$ cat src/rtl/wsc_pkg.sv
package wsc_pkg;
  // Shortest access length that takes part in wait sampling
  localparam int unsigned MIN_SAMPLE_LEN = 4;

  // Index (counted from 1) at whose closing edge the wait input is sampled
  function automatic int unsigned sample_point(input int unsigned len);
    return (len + 1) / 2;
  endfunction

  function automatic logic sampling_on(input logic en, input int unsigned len);
    return en && (len >= MIN_SAMPLE_LEN);
  endfunction

  // Zero-length requests run as a single cycle
  function automatic int unsigned clamp_len(input int unsigned len);
    return (len == 0) ? 1 : len;
  endfunction
endpackage

$ cat src/rtl/wsc_counter.sv
module wsc_counter
  import wsc_pkg::*;
#(
  parameter int DUR_W = 4
) (
  input  logic             clk,
  input  logic             rst_n,
  input  logic             start_i,
  input  logic [DUR_W-1:0] dur_i,
  input  logic             wait_en_i,
  input  logic             stall_i,
  output logic             busy_o,
  output logic [DUR_W-1:0] idx_o,
  output logic [DUR_W-1:0] len_o,
  output logic             en_o,
  output logic             done_o
);
  logic             busy_q;
  logic [DUR_W-1:0] idx_q;
  logic [DUR_W-1:0] len_q;
  logic             en_q;
  logic             last_cyc;

  assign last_cyc = busy_q && !stall_i && (idx_q == len_q);

  always_ff @(posedge clk or negedge rst_n) begin
    if (!rst_n) begin
      busy_q <= 1'b0;
      idx_q  <= '0;
      len_q  <= '0;
      en_q   <= 1'b0;
    end else if (!busy_q) begin
      if (start_i) begin
        busy_q <= 1'b1;
        idx_q  <= DUR_W'(1);
        len_q  <= DUR_W'(clamp_len(32'(dur_i)));
        en_q   <= wait_en_i;
      end
    end else if (stall_i) begin
      idx_q <= idx_q;
    end else if (last_cyc) begin
      busy_q <= 1'b0;
      idx_q  <= '0;
    end else begin
      idx_q <= idx_q + DUR_W'(1);
    end
  end

  assign busy_o = busy_q;
  assign idx_o  = idx_q;
  assign len_o  = len_q;
  assign en_o   = en_q;
  assign done_o = last_cyc;

  // a stalled cycle never moves the index
  p_hold_idx_r5: assert property (@(posedge clk) disable iff (!rst_n)
    (busy_q && $past(stall_i) && $past(busy_q)) |-> (idx_q == $past(idx_q)));
  // the index stays within 1..D during an access
  p_idx_range_r2: assert property (@(posedge clk) disable iff (!rst_n)
    busy_q |-> (idx_q >= DUR_W'(1) && idx_q <= len_q));
  // done is followed by idle
  p_done_idle_r9: assert property (@(posedge clk) disable iff (!rst_n)
    done_o |=> !busy_q);
endmodule

$ cat src/rtl/wsc_sampler.sv
module wsc_sampler
  import wsc_pkg::*;
#(
  parameter int DUR_W = 4
) (
  input  logic             clk,
  input  logic             rst_n,
  input  logic             busy_i,
  input  logic [DUR_W-1:0] idx_i,
  input  logic [DUR_W-1:0] len_i,
  input  logic             en_i,
  input  logic             wait_i,
  output logic             samp_pt_o,
  output logic             stall_o
);
  logic stall_q;
  logic stall_d;
  logic armed;

  assign armed     = sampling_on(en_i, 32'(len_i));
  assign samp_pt_o = busy_i && armed && !stall_q &&
                     (idx_i == DUR_W'(sample_point(32'(len_i))));

  always_comb begin
    stall_d = 1'b0;
    if (busy_i && (samp_pt_o || stall_q)) stall_d = wait_i;
  end

  always_ff @(posedge clk or negedge rst_n) begin
    if (!rst_n) stall_q <= 1'b0;
    else        stall_q <= stall_d;
  end

  assign stall_o = stall_q;

  // a stall can only begin right after the sampling point
  p_stall_origin_r4: assert property (@(posedge clk) disable iff (!rst_n)
    (stall_q && !$past(stall_q)) |-> $past(samp_pt_o));
  // no stall when sampling is off
  p_no_stall_off_r7: assert property (@(posedge clk) disable iff (!rst_n)
    stall_q |-> (armed && busy_i));
  // a low sample during a stall ends it
  p_release_r5: assert property (@(posedge clk) disable iff (!rst_n)
    (stall_q && !wait_i) |=> !stall_q);
endmodule

$ cat src/rtl/wsc_edge_gate.sv
module wsc_edge_gate #(
  parameter int N_EDGE = 2
) (
  input  logic              clk,
  input  logic              rst_n,
  input  logic              stall_i,
  input  logic [N_EDGE-1:0] edges_i,
  output logic [N_EDGE-1:0] edges_o
);
  for (genvar g = 0; g < N_EDGE; g++) begin : g_lane
    assign edges_o[g] = edges_i[g] & ~stall_i;
  end

  // nothing leaves while frozen, everything passes otherwise
  p_gate_r6: assert property (@(posedge clk) disable iff (!rst_n)
    stall_i |-> (edges_o == '0));
  p_pass_r6: assert property (@(posedge clk) disable iff (!rst_n)
    !stall_i |-> (edges_o == edges_i));
endmodule

$ cat src/rtl/wait_state_ctrl.sv
module wait_state_ctrl
  import wsc_pkg::*;
#(
  parameter int DUR_W  = 4,
  parameter int N_EDGE = 2
) (
  input  logic              clk,
  input  logic              rst_n,
  input  logic              start_i,
  input  logic [DUR_W-1:0]  dur_i,
  input  logic              wait_en_i,
  input  logic              wait_i,
  input  logic [N_EDGE-1:0] edges_i,
  output logic              busy_o,
  output logic [DUR_W-1:0]  cyc_idx_o,
  output logic              stall_o,
  output logic [N_EDGE-1:0] edges_o,
  output logic              done_o
);
  logic             busy_w;
  logic [DUR_W-1:0] idx_w;
  logic [DUR_W-1:0] len_w;
  logic             en_w;
  logic             stall_w;
  logic             samp_pt_w;
  logic             done_w;

  wsc_counter #(.DUR_W(DUR_W)) u_counter (
    .clk(clk), .rst_n(rst_n), .start_i(start_i), .dur_i(dur_i),
    .wait_en_i(wait_en_i), .stall_i(stall_w), .busy_o(busy_w),
    .idx_o(idx_w), .len_o(len_w), .en_o(en_w), .done_o(done_w)
  );

  wsc_sampler #(.DUR_W(DUR_W)) u_sampler (
    .clk(clk), .rst_n(rst_n), .busy_i(busy_w), .idx_i(idx_w),
    .len_i(len_w), .en_i(en_w), .wait_i(wait_i),
    .samp_pt_o(samp_pt_w), .stall_o(stall_w)
  );

  wsc_edge_gate #(.N_EDGE(N_EDGE)) u_gate (
    .clk(clk), .rst_n(rst_n), .stall_i(stall_w),
    .edges_i(edges_i), .edges_o(edges_o)
  );

  assign busy_o    = busy_w;
  assign cyc_idx_o = idx_w;
  assign stall_o   = stall_w;
  assign done_o    = done_w;

  // idle outputs are quiet
  p_idle_quiet_r10: assert property (@(posedge clk) disable iff (!rst_n)
    !busy_w |-> (cyc_idx_o == '0 && !stall_o && !done_o));
  // done is a single-cycle pulse
  p_done_pulse_r9: assert property (@(posedge clk) disable iff (!rst_n)
    done_o |=> !done_o);
endmodule

$ cat config.mk
export PLATFORM = sky130hd
export DESIGN_NAME = wait_state_ctrl
export DESIGN_NICKNAME = d
export VERILOG_FILES = /design/src/rtl/wsc_pkg.sv /design/src/rtl/wsc_counter.sv /design/src/rtl/wsc_sampler.sv /design/src/rtl/wsc_edge_gate.sv /design/src/rtl/wait_state_ctrl.sv
export SDC_FILE = /design/constraint.sdc
export NUM_CORES = 1
export LEC_CHECK = 0
export ABC_AREA = 1
export BUFFER_PORTS_ARGS = -buffer_cell sky130_fd_sc_hd__buf_2
export CORE_MARGIN = 1
export CORE_UTILIZATION = 29
export CTS_BUF_LIST = sky130_fd_sc_hd__clkbuf_16
export CTS_CLUSTER_DIAMETER = 30
export CTS_CLUSTER_SIZE = 25
export DETAILED_ROUTE_END_ITERATION = 10
export GPL_ROUTABILITY_DRIVEN = 0
export HOLD_SLACK_MARGIN = 0.12
export SYNTH_ARGS = -nofsm -noshare
export SYNTH_HDL_FRONTEND = slang
export SYNTH_SLANG_ARGS = --single-unit
export TNS_END_PERCENT = 50
$ cat constraint.sdc
create_clock -name clk -period 2.4 [get_ports clk]
set_input_delay 0.72 -clock clk [delete_from_list [all_inputs] [get_ports clk]]
set_output_delay 0.72 -clock clk [all_outputs]
set_load 0.02 [all_outputs]
==> flow_metrics.env, run 1 <==
export IMPL_status="finished clean"
export IMPL_die_x_um=52.1
export IMPL_crit_type="register to output port"
export IMPL_drtPass1Iterations=6
export IMPL_holdWs_ns=0.346
export IMPL_max_slew_margin_pct=76.5
export IMPL_drt_initial_drc_count=13
export IMPL_fin_crit_ns=2.07
export IMPL_crit_cells=7
export IMPL_synth_fp_nets=120
export IMPL_cp_data_arrival_time_ns=1.35
export IMPL_p_per_area_mw_per_mm2=1420
export IMPL_grt_pass1_wl_um=2700
export IMPL_yosysTopAreaCell="dfrtp_1"
export IMPL_wl_per_cell_um=9.99
export IMPL_fp_dieH_um=52.1
export IMPL_cts_setup_buffers=0
export IMPL_path_cells="inv_1 -> nand2_1 -> nand2_1 -> nor2_2 -> nand3b_2 -> inv_1 -> buf_2"
export IMPL_pwr_share_clk_pct=22.9
export IMPL_grt_total_usage_pct=13.8
export IMPL_clk_pin_slew_ns=0.04
export IMPL_yosysSeqAreaShare_pct=37.9
export IMPL_hp_class="input port to async pin"
export IMPL_worst_path_max_fanout=6
export IMPL_avgSynthCellArea_um2=6.79
export IMPL_p_seq_share_pct=29.5
export IMPL_ios=20
export IMPL_ir_drop_mv=0.634
export IMPL_grt_overflow=0
export IMPL_detail_route_antenna_nets=0
export IMPL_grt_antenna_before_repair=0
export IMPL_core_mm2=0.00230
export IMPL_mostFrequentLayoutCells="37 x nand2_1, 19 x buf_2, 18 x inv_1, 11 x dfrtp_1"
export IMPL_crit_path_end_kind="output port"
export IMPL_fillCellCount=233
export IMPL_dieArea_mm2=0.00271
export IMPL_synthCells=107
export IMPL_final_max_slew_violation_count=0
export IMPL_vias=681
export IMPL_finalClockSkew_ns=0.00219
export IMPL_synthToLayoutAreaGrowth_pct=27.5
export IMPL_hpwl_um=1270
export IMPL_via_per_inst=4.37
export IMPL_grt_max_degree=13
export IMPL_ys_warn_count=0
export IMPL_p_sw_share_pct=44.7
export IMPL_r2r_cells=6
export IMPL_clock_sinks=11
export IMPL_intPower_mw=0.725
export IMPL_cts_resized=0
export IMPL_wirelength_um=1560
export IMPL_power_frac_comb_pct=47.6
export IMPL_finalNetCount=142
export IMPL_worst_path_buf_inv=3
export IMPL_synth_top_area_share_pct=37.9
export IMPL_slowest_stage="dfrtp_1"
export IMPL_setup_violations=0
export IMPL_synthDistinctLibCells=20
export IMPL_drv_cap=0
export IMPL_worst_slew_pin_slew_ns=0.352
export IMPL_mostFrequentLayoutCell="nand2_1"
export IMPL_ys_seq_elements=11
export IMPL_cts_root_buffer_cell="clkbuf_16"
export IMPL_cts_max_path_buffers=2
export IMPL_drcViolationCount=0
export IMPL_antenna_cells=0
export IMPL_p_switching_mw=0.587
export IMPL_row_count=17
export IMPL_slowest_delay_ns=0.44
export IMPL_hold_viol_final=0
export IMPL_drive_gt1_share_pct=25.0
export IMPL_start_util_pct=31.6
export IMPL_cp_required_ns=1.68
export IMPL_p_leak_nw=0.543
export IMPL_clkLatencyLatePin_ns=0.24
export IMPL_critPathTopFamily="flip-flops"
export IMPL_cp_start_kind="register"
export IMPL_synthesis_area_um2=727
export IMPL_ys_top_cells_by_area="dfrtp_1 38%, nand2_1 19%, inv_1 9.3%"
export IMPL_portBuffers=19
export IMPL_numCtsBuffers=3
export IMPL_htreeDepth=1
export IMPL_cts_tree="done"
export IMPL_final_setup_tns_ns=0
export IMPL_max_freq_mhz=483
export IMPL_hold_buffers=0
export IMPL_fin_crit_sh_pct=86.2
export IMPL_first_global_vias=643
export IMPL_rsz0062_at_grt="false"
==> synth_stat cells <==
master    instances
nand2_1          37
inv_1            18
dfrtp_1          11
nand3_1           7
nor2_1            7
a21oi_1           4
o21ai_0           4
buf_2             2
ha_1              2
inv_2             2
nand2_2           2
nor2_2            2
xor2_1            2
a21boi_0          1
a31oi_1           1
mux2_2            1
nand3b_2          1
nor3_2            1
o211ai_1          1
o21ai_1           1
==> registers in the layout, summed over array words and instances (netlist names) <==
| signal | count |
|---|---|
| u_counter.idx_o | 4 |
| u_counter.len_o | 4 |
| u_counter.busy_o | 1 |
| u_counter.en_o | 1 |
| u_sampler.stall_o | 1 |
==> per-layer routing <==
metal | vias up | part of all wire, % | wire length (um) | global-route usage (%)
met5 | - | 0 | 0 | 0
met4 | 0 | 1.3 | 21 | 6.76
met3 | 2 | 1.5 | 23 | 2.63
met2 | 5 | 50 | 774 | 21.6
met1 | 306 | 47 | 739 | 18.0
li1 | 368 | - | - | -
==> cell families (layout without fill, tap and decap cells) <==
family	Yosys count	after routing	synth area share (%)
mux	1	1	1.55
flops	11	11	37.9
fa+ha+maj	2	2	3.44
buf+inv	22	43	11.7
simple gates	57	57	33.9
compound gates	12	12	9.12
xor+xnor	2	2	2.41
==> power by group through the flow <==
stage               sequential [mW]  combinational, mW  clock (mW)
global placement              0.385              0.621           0
detailed placement            0.387              0.626           0
CTS                           0.386              0.630       0.308
finish                        0.387              0.625       0.301
floorplan                     0.396              0.454           0
global route                  0.404              0.713       0.320
==> final cells by class <==
class	count	area (um^2)	share of cell area [%]
clock buffer	3	75.1	8.10
tap	28	35.0	3.78
inverter	20	75.1	8.10
multi-input combinational	74	367	39.5
sequential	11	275	29.7
clock inverter	1	5.00	0.540
timing repair buffer	19	95.1	10.3
==> worst paths after layout <==
| path | start | end | slack [ns] |
|---|---|---|---|
| min in group clk | u_counter.en_o | u_counter.en_o | 0.53 |
| max reg2reg | u_counter.busy_o | u_counter.idx_o[2] | 1.03 |
| min reg2reg | u_counter.en_o | u_counter.en_o | 0.53 |
| max | u_counter.idx_o[1] | done_o | 0.33 |
| min | rst_n | u_counter.len_o[3] | 0.35 |
| max in group asynchronous | rst_n | u_counter.idx_o[3] | 1.85 |
==> per-stage QoR <==
step	util, %	worst slack [ns]	area [um^2]	std cells	total power [mW]
floorplan	-	0.605	727	107	0.850
global placement	36.9	0.590	847	152	1.01
detailed placement	36.9	0.591	847	152	1.01
CTS	40.4	0.332	927	156	1.32
global route	40.4	0.222	927	156	1.44
finish	40.4	0.331	927	156	1.31
(Power assumes the default switching activity.)
==> run 2, diff against run 1 <==
Settings changed: CORE_UTILIZATION 29 to 40, GPL_TIMING_DRIVEN from default to 0.
==> run 2 against run 1 <==
Compared with the run above: clock skew decreased by 0.00072 ns; largest power group unchanged; combinational power increased by 3.5%; global-route usage increased by 5.4 points; highest routed layer unchanged; largest cell class unchanged.
==> flow_metrics.env, run 2 (same netlist as run 1, synthesis figures left out) <==
export IMPL_p_sw_share_pct=44.5
export IMPL_cts_max_path_buffers=2
export IMPL_drive_gt1_share_pct=25.4
export IMPL_cp_data_arrival_time_ns=1.36
export IMPL_post_dp_cell_area_um2=853
export IMPL_p_leak_nw=0.551
export IMPL_drtPass1Iterations=5
export IMPL_vias=708
export IMPL_design_area_um2=932
export IMPL_start_util_pct=42.6
export IMPL_hold_buffers=0
export IMPL_clkLatencyLatePin_ns=0.24
export IMPL_wl_per_cell_um=10.2
export IMPL_finish_utilization_pct=54.6
export IMPL_via_per_inst=4.57
export IMPL_core_mm2=0.00171
export IMPL_ir_drop_mv=0.804
export IMPL_fin_cells=155
export IMPL_final_max_slew_violation_count=0
export IMPL_hp_class="input port to async pin"
export IMPL_fin_crit_sh_pct=86.9
export IMPL_grt_total_usage_pct=19.2
export IMPL_cts_tree="done"
export IMPL_status="finished clean"
export IMPL_row_count=15
export IMPL_drcViolationCount=0
export IMPL_finalClockSkew_ns=0.00147
export IMPL_p_seq_share_pct=28.4
export IMPL_pwr_share_clk_pct=22.6
export IMPL_crit_type="register to output port"
export IMPL_grt_antenna_before_repair=0
export IMPL_final_setup_tns_ns=0
export IMPL_rsz0062_at_grt="false"
export IMPL_grt_pass1_wl_um=2660
export IMPL_mostFrequentLayoutCell="nand2_1"
export IMPL_drt_initial_drc_count=18
export IMPL_finalNetCount=144
export IMPL_synthToLayoutAreaGrowth_pct=28.2
export IMPL_worst_slew_pin_slew_ns=0.264
export IMPL_intPower_mw=0.733
export IMPL_max_freq_mhz=480
export IMPL_cts_root_buffer_cell="clkbuf_16"
export IMPL_fp_dieH_um=44.6
export IMPL_ios=20
export IMPL_cts_setup_buffers=0
export IMPL_dp_cells=151
export IMPL_drv_cap=0
export IMPL_numCtsBuffers=3
export IMPL_die_x_um=44.6
export IMPL_setup_violations=0
export IMPL_cp_start_kind="register"
export IMPL_hpwl_um=1230
export IMPL_clock_sinks=11
export IMPL_p_switching_mw=0.586
export IMPL_worst_path_max_fanout=7
export IMPL_first_global_vias=622
export IMPL_mostFrequentLayoutCells="37 x nand2_1, 21 x buf_2, 19 x inv_1, 11 x dfrtp_1"
export IMPL_p_per_area_mw_per_mm2=1410
export IMPL_clk_pin_slew_ns=0.04
export IMPL_detail_route_antenna_nets=0
export IMPL_grt_max_degree=12
export IMPL_max_slew_margin_pct=82.4
export IMPL_dieArea_mm2=0.00199
export IMPL_cp_required_ns=1.68
export IMPL_crit_path_end_kind="output port"
export IMPL_power_frac_comb_pct=49.1
export IMPL_antenna_cells=0
export IMPL_hold_viol_final=0
export IMPL_portBuffers=19
export IMPL_cts_resized=0
export IMPL_wirelength_um=1580
export IMPL_fin_crit_ns=2.08
export IMPL_grt_overflow=0
export IMPL_htreeDepth=1
-- run 2: layout make-up --
class                   count  area, um^2
plain buffers               2        10.0
clock buffers               3        75.1
clock inverters             1        3.75
fillers                   172         776
inverters                  20        75.1
multi-input cells          74         367
flip-flops and latches     11         275
well taps                  25        31.3
repair buffers             19        95.1
-- run 2: metal layers --
metal	wire length, um	up-vias	track usage [%]
li1	-	380	-
met1	790	313	25.7
met2	720	9	28.5
met3	39	6	3.67
met4	33	0	11.5
met5	0	-	0
-- run 2: power by group through the flow --
| stage | clock [mW] | sequential, mW | combinational [mW] |
|---|---|---|---|
| 3_5_place_dp | 0 | 0.376 | 0.651 |
| 4_1_cts | 0.305 | 0.375 | 0.656 |
| 3_3_place_gp | 0 | 0.372 | 0.636 |
| 2_1_floorplan | 0 | 0.396 | 0.454 |
| 6_report | 0.298 | 0.374 | 0.647 |
| 5_1_grt | 0.314 | 0.391 | 0.747 |
-- run 2: path summary, 6_finish.rpt --
path / start / to / slack (ns) / cells after the start
min reg2reg: u_counter.en_o / u_counter.en_o / 0.52 / 1
max in group asynchronous: rst_n / u_counter.idx_o[2] / 1.84 / 1
max reg2reg: u_counter.len_o[0] / u_sampler.stall_o / 1.09 / 7
min: rst_n / u_sampler.stall_o / 0.35 / 1
min in group clk: u_counter.en_o / u_counter.en_o / 0.52 / 1
max: u_counter.len_o[2] / done_o / 0.32 / 5
-- run 2: per-stage QoR --
| stage | hold slack [ns] | setup slack, ns | power [mW] |
|---|---|---|---|
| after floorplan | 0.424 | 0.605 | 0.850 |
| after global placement | 0.512 | 0.563 | 1.01 |
| after detailed placement | 0.519 | 0.552 | 1.03 |
| after CTS | 0.355 | 0.298 | 1.34 |
| after global routing | 0.367 | 0.224 | 1.45 |
| final | 0.350 | 0.315 | 1.32 |
-- run 2: critical path: stages, from the launching register on --
cell,delay (ns)
dfrtp_1,0.34
buf_2,0.16
xor2_1,0.16
nand3b_2,0.25
inv_1,0.07
buf_2,0.15
==> run 3, diff against run 2 <==
Settings changed: CELL_PAD_IN_SITES_DETAIL_PLACEMENT from default to 1, CELL_PAD_IN_SITES_GLOBAL_PLACEMENT from default to 1, CORE_UTILIZATION 40 to 37, PLACE_DENSITY_LB_ADDON from default to 0.1.
==> run 3 against run 2 <==
Compared with the run above: total power grew 2.6%; maximum frequency down 2.9%; non-clock buffer count stayed put; final area did not move; critical path depth rose by 2; sequential share of layout area unchanged; die area rose by 7.7%; largest power group unchanged.
==> flow_metrics.env, run 3 (same netlist as run 1, synthesis figures left out) <==
export IMPL_finalClockSkew_ns=0.00319
export IMPL_multi_input_area_um2=367
export IMPL_slowest_stage="dfrtp_1"
export IMPL_max_freq_mhz=466
export IMPL_final_max_slew_violation_count=0
export IMPL_hold_viol_final=0
export IMPL_drv_cap=0
export IMPL_wirelength_um=1980
export IMPL_drtPass1Iterations=4
export IMPL_mostFrequentLayoutCells="37 x nand2_1, 21 x buf_2, 19 x inv_1, 11 x dfrtp_1"
export IMPL_grt_pass1_wl_um=3270
export IMPL_crit_type="register to output port"
export IMPL_clock_sinks=11
export IMPL_mostFrequentLayoutCell="nand2_1"
export IMPL_drt_initial_drc_count=9
export IMPL_p_switching_mw=0.621
export IMPL_clkLatencyLatePin_ns=0.24
export IMPL_p_per_area_mw_per_mm2=1450
export IMPL_synthToLayoutAreaGrowth_pct=28.2
export IMPL_intPower_mw=0.732
export IMPL_seq_area_um2=275
export IMPL_worst_slew_pin_slew_ns=0.263
export IMPL_htreeDepth=1
export IMPL_core_mm2=0.00178
export IMPL_p_sw_share_pct=45.9
export IMPL_ios=20
export IMPL_rsz0062_at_grt="false"
export IMPL_path_cells="inv_1 -> nand2_1 -> nand2_1 -> nor2_2 -> nand3b_2 -> inv_1 -> buf_2"
export IMPL_via_per_inst=4.85
export IMPL_first_global_vias=770
export IMPL_detail_route_antenna_nets=0
export IMPL_ir_drop_mv=0.768
export IMPL_setup_violations=0
export IMPL_p_seq_share_pct=28.1
export IMPL_max_slew_margin_pct=82.4
export IMPL_grt_antenna_before_repair=0
export IMPL_worst_path_max_fanout=6
export IMPL_row_count=15
export IMPL_fillCellCount=253
export IMPL_numCtsBuffers=3
export IMPL_antenna_cells=0
export IMPL_final_setup_tns_ns=0
export IMPL_portBuffers=19
export IMPL_finish_utilization_pct=52.3
export IMPL_hpwl_um=1540
export IMPL_clk_pin_slew_ns=0.04
export IMPL_wl_per_cell_um=12.7
export IMPL_fp_dieH_um=46.3
export IMPL_holdWs_ns=0.350
export IMPL_grt_total_usage_pct=23.0
export IMPL_vias=752
export IMPL_hp_class="input port to async pin"
export IMPL_cts_max_path_buffers=2
export IMPL_cp_data_arrival_time_ns=1.43
export IMPL_drcViolationCount=0
export IMPL_fin_crit_ns=2.15
export IMPL_cts_resized=0
export IMPL_start_util_pct=40.8
export IMPL_p_leak_nw=0.551
export IMPL_finalNetCount=144
export IMPL_cp_start_kind="register"
export IMPL_cp_required_ns=1.68
export IMPL_grt_overflow=0
export IMPL_pwr_share_clk_pct=21.9
export IMPL_grt_max_degree=12
export IMPL_status="finished clean"
export IMPL_die_x_um=46.3
export IMPL_hold_buffers=0
export IMPL_slowest_delay_ns=0.48
export IMPL_crit_path_end_kind="output port"
export IMPL_drive_gt1_share_pct=25.4
export IMPL_cts_tree="done"
export IMPL_fin_crit_sh_pct=89.4
export IMPL_dieArea_mm2=0.00215
export IMPL_cts_setup_buffers=0
export IMPL_power_frac_comb_pct=50.0
export IMPL_cts_root_buffer_cell="clkbuf_16"
[run 3: final cells by class]
cell class              count  share of cell area, %
clock inverters             1                  0.403
repair buffers             19                   10.2
flip-flops and latches     11                   29.5
plain buffers               2                   1.07
clock buffers               3                   8.05
multi-input cells          74                   39.3
inverters                  20                   8.05
well taps                  25                   3.36
[run 3: final timing paths]
kind,start,to,slack (ns),cells past startpoint
setup / recovery,u_counter.idx_o[1],done_o,0.25,7
hold / removal,rst_n,u_counter.idx_o[1],0.35,1
setup reg to reg,u_counter.len_o[0],u_sampler.stall_o,1.07,8
hold reg to reg,u_counter.en_o,u_counter.en_o,0.53,1
max in group asynchronous,rst_n,u_counter.len_o[1],1.84,1
min in group clk,u_counter.en_o,u_counter.en_o,0.53,1
[run 3: worst max-delay path, delay by kind of cell, from the launching register on]
family                 cells  cell delay, ns
buffers and inverters      3            0.34
DFF                        1            0.48
and+or+nand+nor            4            0.35
[run 3: power groups by stage]
stage / Combinational [mW] / Clock [mW] / Sequential, mW
floorplan: 0.454 / 0 / 0.396
finish: 0.677 / 0.296 / 0.380
detailed placement: 0.675 / 0 / 0.379
global route: 0.762 / 0.307 / 0.395
global placement: 0.636 / 0 / 0.375
CTS: 0.688 / 0.301 / 0.380
[run 3: metal layers]
layer	global-route usage, %	routed length [um]	vias to the layer above	part of all wire [%]
met5	0	0	-	0
met4	15.9	66	0	3.3
met3	3.53	36	6	1.8
met2	38.3	1030	10	52
met1	26.5	840	361	43
li1	-	-	375	-
[run 3: metrics by stage]
stage	cell area, um^2	power, mW	setup WS [ns]	instances
2_1_floorplan	727	0.850	0.605	107
5_1_grt	932	1.46	0.187	155
4_1_cts	932	1.37	0.259	155
3_3_place_gp	853	1.01	0.544	151
6_report	932	1.35	0.253	155
3_5_place_dp	853	1.05	0.519	151
